===== src/rtl/therm_pkg.sv =====
package therm_pkg;

  // register map
  localparam int ADDR_CFG  = 0;
  localparam int ADDR_LOW  = 1;
  localparam int ADDR_HIGH = 2;
  localparam int ADDR_CRIT = 3;
  localparam int ADDR_TEMP = 4;

  // configuration word, bit 5 down to bit 0
  typedef struct packed {
    logic       lock;
    logic [1:0] hyst;
    logic       critOnly;
    logic       winEn;
    logic       compMode;
  } cfg_t;

  localparam int CFG_W = $bits(cfg_t);

  // strobes from control to datapath
  typedef struct packed {
    logic wrCfg;
    logic wrLow;
    logic wrHigh;
    logic wrCrit;
    logic loadTemp;
  } strobe_t;

  // alarm conditions
  typedef struct packed {
    logic above;
    logic below;
    logic crit;
  } flags_t;

endpackage


===== src/rtl/therm_dp.sv =====
module therm_dp
  import therm_pkg::*;
#(
  parameter int TEMP_W = 13,
  parameter int DATA_W = 16,
  parameter int ADDR_W = 3,
  parameter int HYST_STEP = 24,
  parameter logic [TEMP_W-1:0] LOW_RST  = '0,
  parameter logic [TEMP_W-1:0] HIGH_RST = TEMP_W'(1360),
  parameter logic [TEMP_W-1:0] CRIT_RST = TEMP_W'(1520)
) (
  input  logic              clk,
  input  logic              rstN,
  input  strobe_t           stb,
  input  logic [TEMP_W-1:0] wrData,
  input  logic [ADDR_W-1:0] rdAddr,
  output logic [DATA_W-1:0] rdData,
  input  logic [TEMP_W-1:0] tempIn,
  output cfg_t              cfgQ,
  output flags_t            flagsQ,
  output flags_t            flagsNext
);

  localparam int EXT_W = TEMP_W + 3;
  localparam int PAD_W = DATA_W - TEMP_W;

  logic [TEMP_W-1:0] lowQ, highQ, critLimQ, tempQ;
  cfg_t              cfgWr;

  // the lock bit stays set once written
  always_comb begin
    cfgWr      = cfg_t'(wrData[CFG_W-1:0]);
    cfgWr.lock = cfgWr.lock | cfgQ.lock;
  end

  always_ff @(posedge clk) begin
    if (!rstN) begin
      cfgQ     <= '0;
      lowQ     <= LOW_RST;
      highQ    <= HIGH_RST;
      critLimQ <= CRIT_RST;
      tempQ    <= '0;
    end else begin
      if (stb.wrCfg)    cfgQ     <= cfgWr;
      if (stb.wrLow)    lowQ     <= wrData;
      if (stb.wrHigh)   highQ    <= wrData;
      if (stb.wrCrit)   critLimQ <= wrData;
      if (stb.loadTemp) tempQ    <= tempIn;
    end
  end

  // signed extension to the compare width
  function automatic logic signed [EXT_W-1:0] sx(input logic [TEMP_W-1:0] v);
    return $signed({{(EXT_W-TEMP_W){v[TEMP_W-1]}}, v});
  endfunction

  logic signed [EXT_W-1:0] tS, lowS, highS, critS, hVal;

  always_comb begin
    case (cfgQ.hyst)
      2'd0:    hVal = '0;
      2'd1:    hVal = EXT_W'(HYST_STEP);
      2'd2:    hVal = EXT_W'(HYST_STEP * 2);
      default: hVal = EXT_W'(HYST_STEP * 4);
    endcase
  end

  assign tS    = sx(tempIn);
  assign lowS  = sx(lowQ);
  assign highS = sx(highQ);
  assign critS = sx(critLimQ);

  // condition update, hysteresis applied on the release side only
  always_comb begin
    flagsNext = flagsQ;
    if (stb.loadTemp) begin
      flagsNext.above = flagsQ.above ? (tS > highS - hVal) : (tS > highS);
      flagsNext.below = flagsQ.below ? (tS < lowS + hVal)  : (tS < lowS);
      flagsNext.crit  = flagsQ.crit  ? (tS > critS - hVal) : (tS > critS);
    end
  end

  always_ff @(posedge clk) begin
    if (!rstN) flagsQ <= '0;
    else       flagsQ <= flagsNext;
  end

  // read mux
  always_comb begin
    case (int'(rdAddr))
      ADDR_CFG:  rdData = DATA_W'(cfgQ);
      ADDR_LOW:  rdData = {{PAD_W{lowQ[TEMP_W-1]}}, lowQ};
      ADDR_HIGH: rdData = {{PAD_W{highQ[TEMP_W-1]}}, highQ};
      ADDR_CRIT: rdData = {{PAD_W{critLimQ[TEMP_W-1]}}, critLimQ};
      ADDR_TEMP: rdData = {{PAD_W{tempQ[TEMP_W-1]}}, tempQ};
      default:   rdData = '0;
    endcase
  end


  lock_sticky_chk: assert property (@(posedge clk) disable iff (!rstN)
    cfgQ.lock |=> cfgQ.lock);


  crit_frozen_chk: assert property (@(posedge clk) disable iff (!rstN)
    cfgQ.lock |=> $stable(critLimQ));


  flags_hold_chk: assert property (@(posedge clk) disable iff (!rstN)
    !stb.loadTemp |=> $stable(flagsQ) && $stable(tempQ));

endmodule


===== src/rtl/therm_ctl.sv =====
module therm_ctl
  import therm_pkg::*;
#(
  parameter int ADDR_W = 3
) (
  input  logic              clk,
  input  logic              rstN,
  input  logic              regWr,
  input  logic [ADDR_W-1:0] regAddr,
  input  logic              tempValid,
  input  logic              clrReq,
  input  logic              lockQ,
  input  logic              compMode,
  input  logic              winEn,
  input  logic              critOnly,
  input  flags_t            flagsQ,
  input  flags_t            flagsNext,
  output strobe_t           stb,
  output logic              eventN
);

  // register write decode, critical point gated by the lock
  always_comb begin
    stb.wrCfg    = regWr && (regAddr == ADDR_W'(ADDR_CFG));
    stb.wrLow    = regWr && (regAddr == ADDR_W'(ADDR_LOW));
    stb.wrHigh   = regWr && (regAddr == ADDR_W'(ADDR_HIGH));
    stb.wrCrit   = regWr && (regAddr == ADDR_W'(ADDR_CRIT)) && !lockQ;
    stb.loadTemp = tempValid;
  end

  logic winLive, armed, crossing, latchQ, latchNext, winOut, evtNext;

  assign winLive  = winEn && !critOnly;
  assign armed    = winLive && !compMode;
  assign crossing = (flagsNext.above && !flagsQ.above) ||
                    (flagsNext.below && !flagsQ.below);

  // latched behaviour: a new crossing beats a clear in the same cycle
  always_comb begin
    if (!armed)        latchNext = 1'b0;
    else if (crossing) latchNext = 1'b1;
    else if (clrReq)   latchNext = 1'b0;
    else               latchNext = latchQ;
  end

  always_comb begin
    if (!winLive)     winOut = 1'b0;
    else if (compMode) winOut = flagsNext.above || flagsNext.below;
    else              winOut = latchNext;
    evtNext = flagsNext.crit || winOut;
  end

  always_ff @(posedge clk) begin
    if (!rstN) begin
      latchQ <= 1'b0;
      eventN <= 1'b1;
    end else begin
      latchQ <= latchNext;
      eventN <= !evtNext;
    end
  end


  crit_drives_low_chk: assert property (@(posedge clk) disable iff (!rstN)
    flagsQ.crit |-> !eventN);


  crit_only_window_chk: assert property (@(posedge clk) disable iff (!rstN)
    $past(critOnly) && !flagsQ.crit |-> eventN);


  level_follows_chk: assert property (@(posedge clk) disable iff (!rstN)
    $past(compMode && winEn && !critOnly) && (flagsQ.above || flagsQ.below) |-> !eventN);


  locked_no_write_chk: assert property (@(posedge clk) disable iff (!rstN)
    lockQ |-> !stb.wrCrit);

endmodule


===== src/rtl/therm_event_ctrl.sv =====
module therm_event_ctrl
  import therm_pkg::*;
#(
  parameter int TEMP_W = 13,
  parameter int DATA_W = 16,
  parameter int ADDR_W = 3
) (
  input  logic              clk,
  input  logic              rstN,
  input  logic              regWr,
  input  logic [ADDR_W-1:0] regAddr,
  input  logic [TEMP_W-1:0] regWrData,
  output logic [DATA_W-1:0] regRdData,
  input  logic              tempValid,
  input  logic [TEMP_W-1:0] tempSample,
  input  logic              clrReq,
  output logic              eventN
);

  strobe_t stb;
  cfg_t    cfgQ;
  flags_t  flagsQ, flagsNext;

  therm_ctl #(.ADDR_W(ADDR_W)) ctl_i (
    .clk       (clk),
    .rstN      (rstN),
    .regWr     (regWr),
    .regAddr   (regAddr),
    .tempValid (tempValid),
    .clrReq    (clrReq),
    .lockQ     (cfgQ.lock),
    .compMode  (cfgQ.compMode),
    .winEn     (cfgQ.winEn),
    .critOnly  (cfgQ.critOnly),
    .flagsQ    (flagsQ),
    .flagsNext (flagsNext),
    .stb       (stb),
    .eventN    (eventN)
  );

  therm_dp #(.TEMP_W(TEMP_W), .DATA_W(DATA_W), .ADDR_W(ADDR_W)) dp_i (
    .clk       (clk),
    .rstN      (rstN),
    .stb       (stb),
    .wrData    (regWrData),
    .rdAddr    (regAddr),
    .rdData    (regRdData),
    .tempIn    (tempSample),
    .cfgQ      (cfgQ),
    .flagsQ    (flagsQ),
    .flagsNext (flagsNext)
  );

endmodule


===== config.mk =====
export PLATFORM = sky130hd
export DESIGN_NAME = therm_event_ctrl
export DESIGN_NICKNAME = d
export VERILOG_FILES = /design/src/rtl/therm_pkg.sv /design/src/rtl/therm_dp.sv /design/src/rtl/therm_ctl.sv /design/src/rtl/therm_event_ctrl.sv
export SDC_FILE = /design/constraint.sdc
export NUM_CORES = 1
export LEC_CHECK = 0
export BUFFER_PORTS_ARGS = -buffer_cell sky130_fd_sc_hd__buf_2
export CAP_MARGIN = 0
export CELL_PAD_IN_SITES_DETAIL_PLACEMENT = 2
export CELL_PAD_IN_SITES_GLOBAL_PLACEMENT = 2
export CORE_AREA = 2 2 123 125
export DETAILED_ROUTE_END_ITERATION = 8
export DIE_AREA = 0 0 125 127
export GPL_TIMING_DRIVEN = 0
export PLACE_DENSITY = 0.91
export SYNTH_ARGS = -nofsm -noshare
export SYNTH_HDL_FRONTEND = slang
export SYNTH_SLANG_ARGS = --single-unit

===== constraint.sdc =====
create_clock -name clk -period 4.6 [get_ports clk]
set_input_delay 0 -clock clk [delete_from_list [all_inputs] [get_ports clk]]
set_output_delay 0 -clock clk [all_outputs]
set_load 0.02 [all_outputs]

# [Yosys cells after proc, flatten, opt, wreduce, memory -nomap -nowiden]
# Cells that the tools add are included.
[op_classes] add_sub_neg=3 mul=0 n_div=0 order_cmp=6 n_eq_ne=6 shifts=0 mux=11 bitwise=1 n_reduce_logical=20
[ops] cell="case mux 16 bit (5 select lines)" count=1
[ops] cell="> comparator 13 x 14 -> 1 bit" count=2
[ops] cell="subtractor 13 x 8 -> 14 bit" count=2
[ops] cell="> comparator 13 bit" count=2
[ops] cell="case mux 7 bit (3 select lines)" count=1
[ops] cell="adder 13 x 8 -> 14 bit" count=1
[ops] cell="< comparator 13 x 14 -> 1 bit" count=1
[ops] cell="< comparator 13 bit" count=1
[ops] cell="logical AND 1 bit" count=9
[ops] cell="2-to-1 mux 1 bit" count=8
[ops] cell="== test 3 x 2 -> 1 bit, second input constant" count=2
[ops] cell="zero test 1 bit" count=6
[ops] cell="== test 3 x 1 -> 1 bit, second input constant" count=1
[ops] cell="== test 3 bit, second input constant" count=1
[ops] cell="zero test 3 bit" count=1
[ops] cell="logical OR 1 bit" count=3
[ops] cell="2-to-1 mux 3 bit" count=1
[ops] cell="== test 2 x 1 -> 1 bit, second input constant" count=1
[ops] cell="== test 2 bit, second input constant" count=1
[ops] cell="zero test 2 bit" count=1
[ops] cell="OR 1 bit" count=1
[word_totals] regBits=63 latchBits=0 ramBits=0 romBits=0 in_bits=34 output_inout_bits=17 wordCells=61 n_memories=0

# [Longest topological paths before layout]
# Gate-level depths: netlist (run 1).
[logic_depth] ltp_word=14 mapped_depth=17 ltp_nobuf=17

# [Cells and area by module]
# A second synthesis (run 1) with hierarchy kept.
[unflattened] cells_unflattened=632 area_unflattened_um2=5247.5
[modules_own_cells] mod="therm_dp" n_inst=1 cells_each=613 area_per_inst_um2=5097.4 seq_area_each_um2=1221.2
[modules_own_cells] mod="therm_ctl" n_inst=1 cells_each=19 area_per_inst_um2=150.1 seq_area_each_um2=40.0

# [Least setup slack after synthesis (run 1)]
# Ideal clock, no wire load.
[synth_path] path_type="flip-flop to flip-flop" startpoint="reg, netlist name dp_i.cfgQ[3]" endpoint="reg ctl_i.eventN" setup_ns=0.091 arrival_ns=4.157 path_slack_ns=0.352 stages_incl_launch_ff=16 path_buffers=0 synth_period_minus_slack_ns=4.248 cell_sequence="dfxtp_1 inv_1 ha_1 fa_1 maj3_1 a2111oi_0 nand3_1 xnor2_1 ha_1 nand4_1 nor4_1 o21ai_0 nand2_1 a21oi_1 or4_1 a311oi_1"
[synth_via] elab_chain_cells=14 elab_cells_between_ends=24
[synth_rtl] item="== test 2 bit, or another cell as far along" line_no="therm_dp.sv:60" text="case (cfgQ.hyst)"
[synth_rtl] item="case mux 7 bit (3 select lines) *" line_no="therm_dp.sv:60"
[synth_rtl] item="subtractor 13 x 8 -> 14 bit / adder 13 x 8 -> 14 bit (equally long branches)" line_no="therm_dp.sv:77, therm_dp.sv:78"
[synth_rtl] item="> comparator 13 x 14 -> 1 bit / < comparator 13 x 14 -> 1 bit (equally long branches)" line_no="therm_dp.sv:77, therm_dp.sv:78"
[synth_rtl] item="2-to-1 mux 1 bit (on tied branches)" line_no="therm_dp.sv:77, therm_dp.sv:78"
[synth_rtl] item="2-to-1 mux 3 bit *" line_no="therm_dp.sv:76" text="if (stb.loadTemp) begin"
[synth_rtl] item="logical AND 1 bit (on tied branches)" line_no="therm_ctl.sv:35, therm_ctl.sv:36"
[synth_rtl] item="logical OR 1 bit" line_no="therm_ctl.sv:35" text="assign crossing = (flagsNext.above && !flagsQ.above) ||"
[synth_rtl] item="2-to-1 mux 1 bit" line_no="therm_ctl.sv:41" text="else if (crossing) latchNext = 1'b1;"
[synth_rtl] item="2-to-1 mux 1 bit" line_no="therm_ctl.sv:40" text="if (!armed) latchNext = 1'b0;"
[synth_rtl] item="2-to-1 mux 1 bit" line_no="therm_ctl.sv:48" text="else if (compMode) winOut = flagsNext.above || flagsNext.below;"
[synth_rtl] item="2-to-1 mux 1 bit" line_no="therm_ctl.sv:47" text="if (!winLive) winOut = 1'b0;"
[synth_rtl] item="logical OR 1 bit *" line_no="therm_ctl.sv:50" text="evtNext = flagsNext.crit || winOut;"
[synth_rtl] item="zero test 1 bit *" line_no="therm_ctl.sv:59" text="eventN <= !evtNext;"
[synth_rtl] item="end signal, assigned" line_no="therm_ctl.sv:59"
[synth_rtl] item="end, declared" line_no="therm_ctl.sv:19" text="output logic eventN"
# Mark *: on every way between the ends. The rest lies on a longest branch, timed or not.
# A chain may end at the register's enable or synchronous reset.

# [Worst setup path in the final report (run 1)]
[layout_path] startpoint="reg, netlist name dp_i.cfgQ[4]" endpoint="reg ctl_i.eventN"
[layout_via] elab_chain_cells=14 elab_cells_between_ends=24
[layout_rtl] item="== test 2 bit, or another cell as far along" line_no="therm_dp.sv:60"
[layout_rtl] item="case mux 7 bit (3 select lines) *" line_no="therm_dp.sv:60"
[layout_rtl] item="subtractor 13 x 8 -> 14 bit / adder 13 x 8 -> 14 bit (equally long branches)" line_no="therm_dp.sv:77, therm_dp.sv:78"
[layout_rtl] item="> comparator 13 x 14 -> 1 bit / < comparator 13 x 14 -> 1 bit (equally long branches)" line_no="therm_dp.sv:77, therm_dp.sv:78"
[layout_rtl] item="2-to-1 mux 1 bit (on tied branches)" line_no="therm_dp.sv:77, therm_dp.sv:78"
[layout_rtl] item="2-to-1 mux 3 bit *" line_no="therm_dp.sv:76"
[layout_rtl] item="logical AND 1 bit (on tied branches)" line_no="therm_ctl.sv:35, therm_ctl.sv:36"
[layout_rtl] item="logical OR 1 bit" line_no="therm_ctl.sv:35"
[layout_rtl] item="2-to-1 mux 1 bit" line_no="therm_ctl.sv:41"
[layout_rtl] item="2-to-1 mux 1 bit" line_no="therm_ctl.sv:40"
[layout_rtl] item="2-to-1 mux 1 bit" line_no="therm_ctl.sv:48"
[layout_rtl] item="2-to-1 mux 1 bit" line_no="therm_ctl.sv:47"
[layout_rtl] item="logical OR 1 bit *" line_no="therm_ctl.sv:50"
[layout_rtl] item="zero test 1 bit *" line_no="therm_ctl.sv:59"
# Marks and branches as above.

==> results of run 1 <==
cells in the final DEF, fill, tap and decap left out, types with 4 or more instances in the layout:
cell,netlist,routed
nand4_1,10,10
clkbuf_16,0,9
o211ai_1,11,11
nand2_1,101,101
nor2b_1,8,8
buf_2,0,48
o22ai_1,5,5
a22oi_1,7,7
mux2i_1,27,27
nand3_1,10,10
a211oi_1,5,4
and3_1,7,7
ha_1,84,82
dlygate4sd3_1,0,15
nor3_1,10,9
inv_1,56,55
o21ai_0,24,23
a21oi_1,61,61
a21o_1,14,14
dfxtp_1,63,62
buf_4,3,5
clkbuf_1,21,21
nor2_1,42,41
xnor2_1,23,23
sequential cells by signal, summed over array words and instances, names as in the netlist:
signal,flops
dp_i.tempQ,13
dp_i.cfgQ,6
ctl_i.eventN,1
dp_i.highQ,13
dp_i.lowQ,13
dp_i.flagsQ,3
ctl_i.latchQ,1
dp_i.critLimQ,13
final cells by class:
| cell class | instances | area, um^2 | share of cell area, % |
|---|---|---|---|
| tap | 184 | 230 | 3.70 |
| multi-input combinational | 506 | 3700 | 59.5 |
| sequential | 63 | 1260 | 20.3 |
| buffer | 25 | 105 | 1.69 |
| clock inverter | 7 | 77.6 | 1.25 |
| timing repair buffer | 65 | 405 | 6.52 |
| clock buffer | 9 | 225 | 3.62 |
| inverter | 56 | 210 | 3.38 |
routing by layer:
metal | up-vias | wire [um] | track usage, %
met5 | - | 0 | 0
met4 | 0 | 1510 | 20.5
met3 | 109 | 1460 | 4.15
met2 | 245 | 12700 | 57.2
met1 | 2808 | 9690 | 35.7
li1 | 2450 | - | -
logic make-up (layout without fill, tap and decap cells):
logic type | Yosys count | after routing | share of synthesized area, %
AND/OR/NAND/NOR | 208 | 208 | 18.6
AO/OA/AOI/OAI | 153 | 153 | 18.7
adder cells (fa/ha/maj) | 91 | 91 | 22.2
buffers and inverters | 81 | 162 | 6.09
flip-flops | 63 | 63 | 24.3
multiplexers | 28 | 28 | 5.65
XOR/XNOR | 26 | 26 | 4.40
worst max-delay path, stage by stage, from the launching register on:
cell,delay [ps]
dfxtp_1,470
inv_2,100
ha_4,200
ha_1,250
fa_1,510
a21o_1,260
a21oi_1,320
nor3_2,130
xnor2_1,140
ha_1,330
nand2_1,140
o21ai_2,260
a2111oi_0,120
o21ai_0,220
nand2_1,140
or4_1,460
a311oi_2,310
power by group through the flow:
stage / combinational (mW) / clock, mW / sequential (mW)
5_1_grt: 0.382 / 0.762 / 0.593
4_1_cts: 0.343 / 0.739 / 0.589
2_1_floorplan: 0.190 / 0 / 0.590
3_3_place_gp: 0.284 / 0 / 0.596
3_5_place_dp: 0.314 / 0 / 0.599
6_report: 0.356 / 0.742 / 0.592
what timing repair did:
action / CTS / global route
gates cloned: 0 / 0
endpoints found under the hold margin: 41 / 0
endpoints found under the setup margin: 3 / 1
resized for setup: 11 / 10
pin swaps: 2 / 4
setup buffers: 1 / 1
hold buffers: 15 / 0
metrics by stage:
step | cells | TNS (ps)
after detailed placement | 882 | -1060
after floorplan | 650 | 0
after global placement | 882 | -465
after CTS | 914 | 0
final | 915 | 0
after global routing | 915 | -33.9
final timing paths:
kind                                            startpoint                          to  slack [ps]  cells past startpoint
worst max-delay path             dp_i.cfgQ[4]$_SDFFE_PN0P_     ctl_i.eventN$_SDFF_PN1_         140                     16
worst min register to register  dp_i.lowQ[11]$_SDFFE_PN0P_  dp_i.lowQ[11]$_SDFFE_PN0P_         480                      2
worst min-delay path                         tempSample[0]  dp_i.tempQ[0]$_SDFFE_PN0P_          40                      3
worst max register to register   dp_i.cfgQ[4]$_SDFFE_PN0P_     ctl_i.eventN$_SDFF_PN1_         140                     16
==> summary.md, run 1 <==
| Metric | Value |
|---|---|
| Reg power frac | 35.0% |
| Seq cells post-synth | 63 |
| Max-slew headroom | 17.1% |
| Top cells by count, synth | nand2_1 (101), ha_1 (84), dfxtp_1 (63) |
| Setup CP Type | flop to flop |
| Global-route wire length before repair | 38300 um |
| Clock tree buffer depth | 2 |
| WL final | 25400 um |
| Fin util | 43.1% |
| CP max FO | 4 |
| DRT Pass-1 Iters | 5 |
| Drc violations | 0 |
| Die Width | 125 um |
| Max Slew Vio Count | 0 |
| Total power | 1.69 mW |
| Synthesized area | 5180 um^2 |
| Synth-to-layout area growth | 20.0% |
| Hold crit path type | input port to flop |
| Tightest Pin Transition | 1240 ps |
| Final period utilization | 97.0% |
| Worst endpoint required time | 4860 ps |
| Pwr per Cell Area | 272 nW/um^2 |
| Ranking of synthesized cells by area | dfxtp_1 (24%), ha_1 (20%), nand2_1 (7.3%) |
| Switching share of power | 33.5% |
| Synth async-reset ratio | 0% |
| Clock slew at reported path FFs | 70 ps |
| Design Area, Final | 6220 um^2 |
| Critical path endpoint category | flop |
| Top FF cell, synth | dfxtp_1 |
| TritonCTS Buffers | 9 |
| Top-count cell post-synth | nand2_1 |
| Syn Nets | 771 |
| Number of global-route vias before repair | 6523 |
| Drt wl/cell | 27.7 um |
| H-tree depth | 3 |
| Logic pwr share | 21.1% |
| Final GP Congestion | 0.916 |
| Setup violations, final | 0 |
| Cell at the root of the clock tree | clkbuf_16 |
| VDD IR max | 179 uV |
| # IOs | 51 |
| FMAX | 0.224 GHz |
| Area leader, netlist | dfxtp_1 |
| Die area | 15900 um^2 |
| Net load switching power | 0.566 mW |
| Leak Pwr | 2.63 nW |
| Vias per cell | 6.13 |
| Antenna-violating nets left | 0 |
| Placement Cell Area | 5650 um^2 |
| Num Clock Sinks | 63 |
| Place WS | -782 ps |
| Endpoints failing hold | 0 |
| Global-route usage over all layers | 31.9% |
| 1st-iter DRT viols | 267 |
| # port buffers | 48 |
| Clk pwr share | 43.9% |
| DPL Wire Length | 17600 um |
| Clock skew | 8.17 ps |
| YS warnings | 0 |
| Overflow after GRT | 0 |
| Max_cap viols | 0 |
| Fill count | 1648 |
| Syn avg cell area | 7.97 um^2 |
| Final worst slack | 138 ps |
| Number of synthesized flops with an enable pin | 0 |
| DIE HEIGHT | 127 um |
| Layout cells sized above 1 | 12.6% |
| Fin crit period | 4460 ps |
| Share of the synthesized area in the top cell type | 24.3% |
| Clk Latency, worst-skew pair | 360 ps |
| Netlist cell types | 60 |
| Pin count of the biggest net entering global routing | 14 |
| Sequential element share of the synthesized area | 24.3% |
| Floorplan row count | 44 |
| TritonCTS clock tree | built |
| Initial antenna violation count | 0 |
| Outcome | finished clean |
| Internal power | 1.12 mW |
| CORE AREA | 14400 um^2 |
| Arrival time worst endpoint | 4720 ps |
| Initial core utilization | 35.9% |
| Post-synthesis cell count | 650 |
| Startpoint Class | flop |
| Antenna Cells | 0 |
| Routed via count | 5612 |
| Final net count | 847 |
| Hold WS | 44.7 ps |
(Power assumes the default switching activity.)
==> run 2, diff against run 1 <==
- MAX_ROUTING_LAYER: default -> met4
==> run 2 against run 1 <==
Compared with the run above:
- sequential share of layout area grew 0.15 points
- largest cell class unchanged
- cell count shrank 0.11%
- global-route usage shrank 1.6 points
- clock-buffer cell count is the same
- hold slack gained 1.8 ps
==> summary.md, run 2 (synthesized netlist as in run 1, its figures left out) <==
| Metric | Value |
|---|---|
| Outcome | finished clean |
| CORE AREA | 14400 um^2 (unchanged) |
| Layout cells sized above 1 | 12.2% (-0.39 points) |
| Clk pwr share | 42.1% (-1.8 points) |
| Synth-to-layout area growth | 19.1% |
| Most used cell, CP | ha_1 |
| Global-route wire length before repair | 35400 um (-7.4%) |
| Initial antenna violation count | 0 (unchanged) |
| Switching share of power | 33.9% (+0.40 points) |
| CP max stage delay | 450 ps (-60 ps) |
| DPL Wire Length | 17200 um (-2.3%) |
| Setup TNS | 0 ps (unchanged) |
| Arrival time worst endpoint | 4690 ps (-30 ps) |
| Hold crit path type | input port to flop |
| Commonest non-fill, non-tap cell in the layout | nand2_1 |
| Vias per cell | 6.07 (-1.1%) |
| Critical path's slowest cell | or4_1 |
| Routed via count | 5547 (-1.2%) |
| Max_cap viols | 0 (unchanged) |
| H-tree depth | 3 (unchanged) |
| Max Slew Vio Count | 0 (unchanged) |
| Antenna Cells | 0 (unchanged) |
| Clock skew | 8.25 ps (+0.0792 ps) |
| Initial core utilization | 35.9% (unchanged) |
| Number of global-route vias before repair | 6060 (-7.1%) |
| Num Clock Sinks | 63 (unchanged) |
| Fill count | 1647 (-0.061%) |
| Die area | 15900 um^2 (unchanged) |
| CP max FO | 7 (+3) |
| Drc violations | 0 (unchanged) |
| Endpoints failing hold | 0 (unchanged) |
| Reg power frac | 36.4% (+1.4 points) |
| Clock tree buffer depth | 2 (unchanged) |
| Worst path cell trace | ha_1 -> nor2_4 -> inv_1 -> ha_1 -> a21o_1 -> a21oi_1 -> nor3_1 -> xnor2_1 -> ha_1 -> nand2_1 -> o21ai_1 -> a2111oi_0 -> o21ai_0 -> nand2_1 -> or4_1 -> a311oi_2 |
| DRT Pass-1 Iters | 5 (unchanged) |
| Net load switching power | 0.550 mW (-2.8%) |
| Critical path endpoint category | flop |
| Final GP Congestion | 0.929 (+1.4%) |
| Global-route usage over all layers | 30.2% (-1.6 points) |
| Setup CP Type | flop to flop |
| Setup violations, final | 0 (unchanged) |
| Antenna-violating nets left | 0 (unchanged) |
| Drt wl/cell | 26.3 um (-5.0%) |
| FMAX | 0.225 GHz (+0.56%) |
| Clk Latency, worst-skew pair | 350 ps (about the same) |
| Final net count | 846 (-0.12%) |
| Cell at the root of the clock tree | clkbuf_16 |
| Startpoint Class | flop |
| VDD IR max | 140 uV (-22%) |
| Pin count of the biggest net entering global routing | 15 (+1) |
| # port buffers | 48 (unchanged) |
| Clock slew at reported path FFs | 60 ps (about the same) |
| # IOs | 51 (unchanged) |
| Floorplan row count | 44 (unchanged) |
| Logic pwr share | 21.5% (+0.4 points) |
| Fin crit period | 4440 ps (-25.1 ps) |
| RSZ-0062 raised after global routing | no |
| Worst endpoint required time | 4860 ps (about the same) |
| Internal power | 1.07 mW (-4.6%) |
| Max-slew headroom | 20.2% (+3.1 points) |
| Final period utilization | 96.5% (-0.54 points) |
| WL final | 24100 um (-5.1%) |
| Commonest non-fill, non-tap cells in the layout | nand2_1 (101), ha_1 (82), dfxtp_1 (62) |
| Tightest Pin Transition | 1190 ps (-46.1 ps) |
| 1st-iter DRT viols | 466 (+75%) |
| TritonCTS Buffers | 9 (unchanged) |
| Overflow after GRT | 0 (unchanged) |
| DIE HEIGHT | 127 um (unchanged) |
| Leak Pwr | 2.62 nW (-0.48%) |
| Total power | 1.62 mW (-4.0%) |
| Pwr per Cell Area | 263 nW/um^2 (-3.3%) |
| TritonCTS clock tree | built |
| Die Width | 125 um (unchanged) |
run 2: path summary, 6_finish.rpt:
check	cells past startpoint	end	startpoint	slack [ps]
min reg2reg	2	dp_i.lowQ[0]$_SDFFE_PN0P_	dp_i.lowQ[0]$_SDFFE_PN0P_	480
max reg2reg	16	ctl_i.eventN$_SDFF_PN1_	dp_i.cfgQ[4]$_SDFFE_PN0P_	160
max	16	ctl_i.eventN$_SDFF_PN1_	dp_i.cfgQ[4]$_SDFFE_PN0P_	160
min	3	dp_i.tempQ[2]$_SDFFE_PN0P_	tempSample[2]	50
run 2: area by class of cell:
type | instances | area [um^2] | area share [%]
multi-input combinational | 506 | 3680 | 59.6
sequential | 63 | 1260 | 20.5
timing repair buffer | 64 | 398 | 6.45
tap | 184 | 230 | 3.73
clock buffer | 9 | 225 | 3.65
inverter | 56 | 210 | 3.41
buffer | 25 | 105 | 1.70
clock inverter | 7 | 62.6 | 1.01
run 2: timing repair:
item | in CTS | in global routing
pin swaps | 1 | 4
setup buffers | 1 | 0
hold endpoints to repair | 40 | 0
hold buffers | 15 | 0
resized for setup | 10 | 8
endpoints found under the setup margin | 2 | 1
run 2: power by group through the flow:
stage	Combinational (mW)	Clock, mW	Sequential [mW]
after floorplan	0.190	0	0.590
after global placement	0.284	0	0.596
after detailed placement	0.312	0	0.598
after CTS	0.335	0.684	0.588
after global routing	0.375	0.715	0.592
final	0.349	0.683	0.590
run 2: critical path, delay by kind of cell (launching register included):
kind	cells	cell delay [ps]
AND/OR/NAND/NOR	5	1340
AO/OA/AOI/OAI	6	1310
adder cells (fa/ha/maj)	3	1020
flip-flops	1	380
XOR/XNOR	1	140
buffers and inverters	1	120
run 2: stage by stage:
step | setup WS [ps] | util (%) | area, um^2 | std cells | hold slack (ps)
final | 163 | 42.8 | 6170 | 914 | 46.4
after floorplan | 352 | - | 5180 | 650 | 117
after detailed placement | -758 | 39.2 | 5650 | 882 | 278
after CTS | 27.8 | 42.6 | 6140 | 914 | 20.7
after global routing | 18.4 | 42.8 | 6170 | 914 | 49.4
after global placement | -515 | 39.2 | 5650 | 882 | 271
run 2: per-layer routing:
| metal | GRT usage (%) | routed length (um) | up-vias |
|---|---|---|---|
| met3 | 5.99 | 1380 | 89 |
| met2 | 51.7 | 11800 | 252 |
| met1 | 34.7 | 9790 | 2762 |
| li1 | - | - | 2444 |
| met4 | 13.0 | 1070 | 0 |
| met5 | - | 0 | - |
==> run 3, diff against run 2 <==
- CELL_PAD_IN_SITES_DETAIL_PLACEMENT: 2 -> default
- CELL_PAD_IN_SITES_GLOBAL_PLACEMENT: 2 -> default
- CORE_AREA: 2 2 123 125 -> 2 2 111 113
- DIE_AREA: 0 0 125 127 -> 0 0 113 115
- PLACE_DENSITY: 0.91 -> 0.72
==> run 3 against run 2 <==
Compared with the run above:
- the flow now finishes with violations (design-rule violations)
- maximum frequency rose by 3.3%
- core utilization rose by 8.9 points
- routed wire length fell by 32%
- clock skew barely moved
- clock-buffer cell count rose by 1
- worst setup slack improved by 140 ps
- cell count fell by 3.7%
==> summary.md, run 3 (synthesized netlist as in run 1, its figures left out) <==
| Metric | Value |
|---|---|
| DRT Pass-1 Iters | 7 (+2) |
| Initial core utilization | 43.9% (+7.9 points) |
| Setup CP Type | flop to flop |
| Setup TNS | 0 ps (unchanged) |
| Vias per cell | 5.84 (-3.8%) |
| Global-route wire length before repair | 24900 um (-30%) |
| 1st-iter DRT viols | 379 (-19%) |
| Routed via count | 5137 (-7.4%) |
| Final worst slack | 307 ps (+144 ps) |
| DPL Wire Length | 13000 um (-24%) |
| Floorplan row count | 40 (-9.1%) |
| Final period utilization | 93.3% (-3.1 points) |
| Outcome | finished with violations |
| H-tree depth | 3 (unchanged) |
| FMAX | 0.233 GHz (+3.3%) |
| Arrival time worst endpoint | 4540 ps (-150 ps) |
| TritonCTS clock tree | built |
| Layout cells sized above 1 | 11.6% (-0.60 points) |
| CP max FO | 5 (-2) |
| Antenna Cells | 0 (unchanged) |
| Critical path endpoint category | flop |
| Cells after DPL | 845 (-4.2%) |
| Antenna-violating nets left | 0 (unchanged) |
| Clock slew at reported path FFs | 60 ps (about the same) |
| Pwr per Cell Area | 251 nW/um^2 (-4.6%) |
| Overflow after GRT | 0 (unchanged) |
| Startpoint Class | flop |
| WL final | 16300 um (-32%) |
| Area occupied by multi-input gates | 3640 um^2 (-0.99%) |
| Setup violations, final | 0 (unchanged) |
| Cell Count, Final, Fillers Out | 880 (-3.7%) |
| Max-slew headroom | 34.0% (+14 points) |
| Fill count | 1134 (-31%) |
| Fin crit period | 4290 ps (-144 ps) |
| Leak Pwr | 2.61 nW (-0.30%) |
| Clock tree buffer depth | 2 (unchanged) |
| Pin count of the biggest net entering global routing | 13 (-2) |
| Number of global-route vias before repair | 4812 (-21%) |
| Endpoints failing hold | 0 (unchanged) |
| Die Width | 113 um (-9.6%) |
| Place WS | -347 ps (+410 ps) |
| Hold WS | 49.0 ps (+2.53 ps) |
| Drt wl/cell | 18.5 um (-30%) |
| Tightest Pin Transition | 988 ps (-207 ps) |
| Worst endpoint required time | 4850 ps (about the same) |
| DIE HEIGHT | 115 um (-9.4%) |
| Num Clock Sinks | 63 (unchanged) |
| Cell at the root of the clock tree | clkbuf_16 |
| Clock skew | 8.44 ps (+0.188 ps) |
| Die area | 13000 um^2 (-18%) |
| Commonest non-fill, non-tap cells in the layout | nand2_1 (101), ha_1 (82), dfxtp_1 (63) |
| TritonCTS Buffers | 9 (unchanged) |
| # port buffers | 48 (unchanged) |
| VDD IR max | 239 uV (+71%) |
| Drc violations | 2 (+2) |
| Initial antenna violation count | 0 (unchanged) |
| CORE AREA | 11800 um^2 (-18%) |
| Hold crit path type | input port to flop |
| Commonest non-fill, non-tap cell in the layout | nand2_1 |
| Final net count | 849 (+0.35%) |
| Failing checks | design-rule violations |
| Max Slew Vio Count | 0 (unchanged) |
| Reg area | 1260 um^2 (about the same) |
| Synth-to-layout area growth | 17.9% |
| Clk Latency, worst-skew pair | 340 ps (about the same) |
| Final GP Congestion | 0.955 (+2.8%) |
| Max_cap viols | 0 (unchanged) |
| Global-route usage over all layers | 25.7% (-4.6 points) |
| # IOs | 51 (unchanged) |
==> run 3: changes by cell type in the layout (fill, tap and decap cells not counted), sizes merged <==
cell,delta
clkbuf,+1
clkinvlp,+3
buf,+1
dlygate4sd3,+2
clkinv,-1
inv,-3
==> run 3: report_power, final <==
group | leakage [nW] | internal, mW | total [mW] | switching, mW
Sequential | 0.513 | 0.566 | 0.587 | 0.0206
Combinational | 1.97 | 0.125 | 0.310 | 0.184
Clock | 0.127 | 0.379 | 0.636 | 0.257
==> run 3: path summary, 6_finish.rpt <==
check / endpoint / cells after the start / start / slack [ps]
setup / recovery: ctl_i.eventN$_SDFF_PN1_ / 16 / dp_i.cfgQ[3]$_SDFFE_PN0P_ / 310
hold / removal: ctl_i.latchQ$_SDFF_PN0_ / 3 / clrReq / 50
setup reg to reg: ctl_i.eventN$_SDFF_PN1_ / 16 / dp_i.cfgQ[3]$_SDFFE_PN0P_ / 310
hold reg to reg: dp_i.lowQ[12]$_SDFFE_PN0P_ / 2 / dp_i.lowQ[12]$_SDFFE_PN0P_ / 460
==> run 3: cell type report <==
class,count,area share [%]
multi-input cells,506,59.6
flip-flops and latches,63,20.6
repair buffers,67,6.96
clock buffers,10,3.91
inverters,56,3.44
well taps,147,3.01
plain buffers,25,1.72
clock inverters,6,0.717
==> run 3: layer usage <==
layer	up-vias	wire length [um]	GRT usage, %
met1	2425	7220	33.3
li1	2459	-	-
met5	-	0	-
met4	0	544	11.2
met3	42	1160	3.06
met2	211	7360	40.5
==> run 3: timing repair <==
item | 4_1_cts | 5_1_grt
hold endpoints to repair | 41 | 0
hold buffers | 17 | 0
gates cloned | 0 | 0
endpoints found under the setup margin | 1 | 1
buffers inserted | 0 | 2
resized for setup | 3 | 6
pin swaps | 0 | 2
==> run 3: worst max-delay path: stages (launching register included) <==
cell and delay [ps]:
dfxtp_1 380, inv_1 80, ha_2 430, ha_1 270, a21o_1 180, maj3_1 400
a211oi_2 330, and3_1 230, xnor2_1 70, ha_1 310, nand4_1 180, nor4_1 290
o21ai_0 120, nand2_1 110, a21oi_1 70, or4_1 490, a311oi_1 260
==> run 3: metrics by stage <==
step | utilization [%] | cell area (um^2) | power, mW
floorplan | - | 5180 | 0.781
global placement | 47.5 | 5610 | 0.876
detailed placement | 47.5 | 5610 | 0.888
CTS | 51.4 | 6070 | 1.53
global route | 51.7 | 6110 | 1.59
finish | 51.7 | 6110 | 1.53
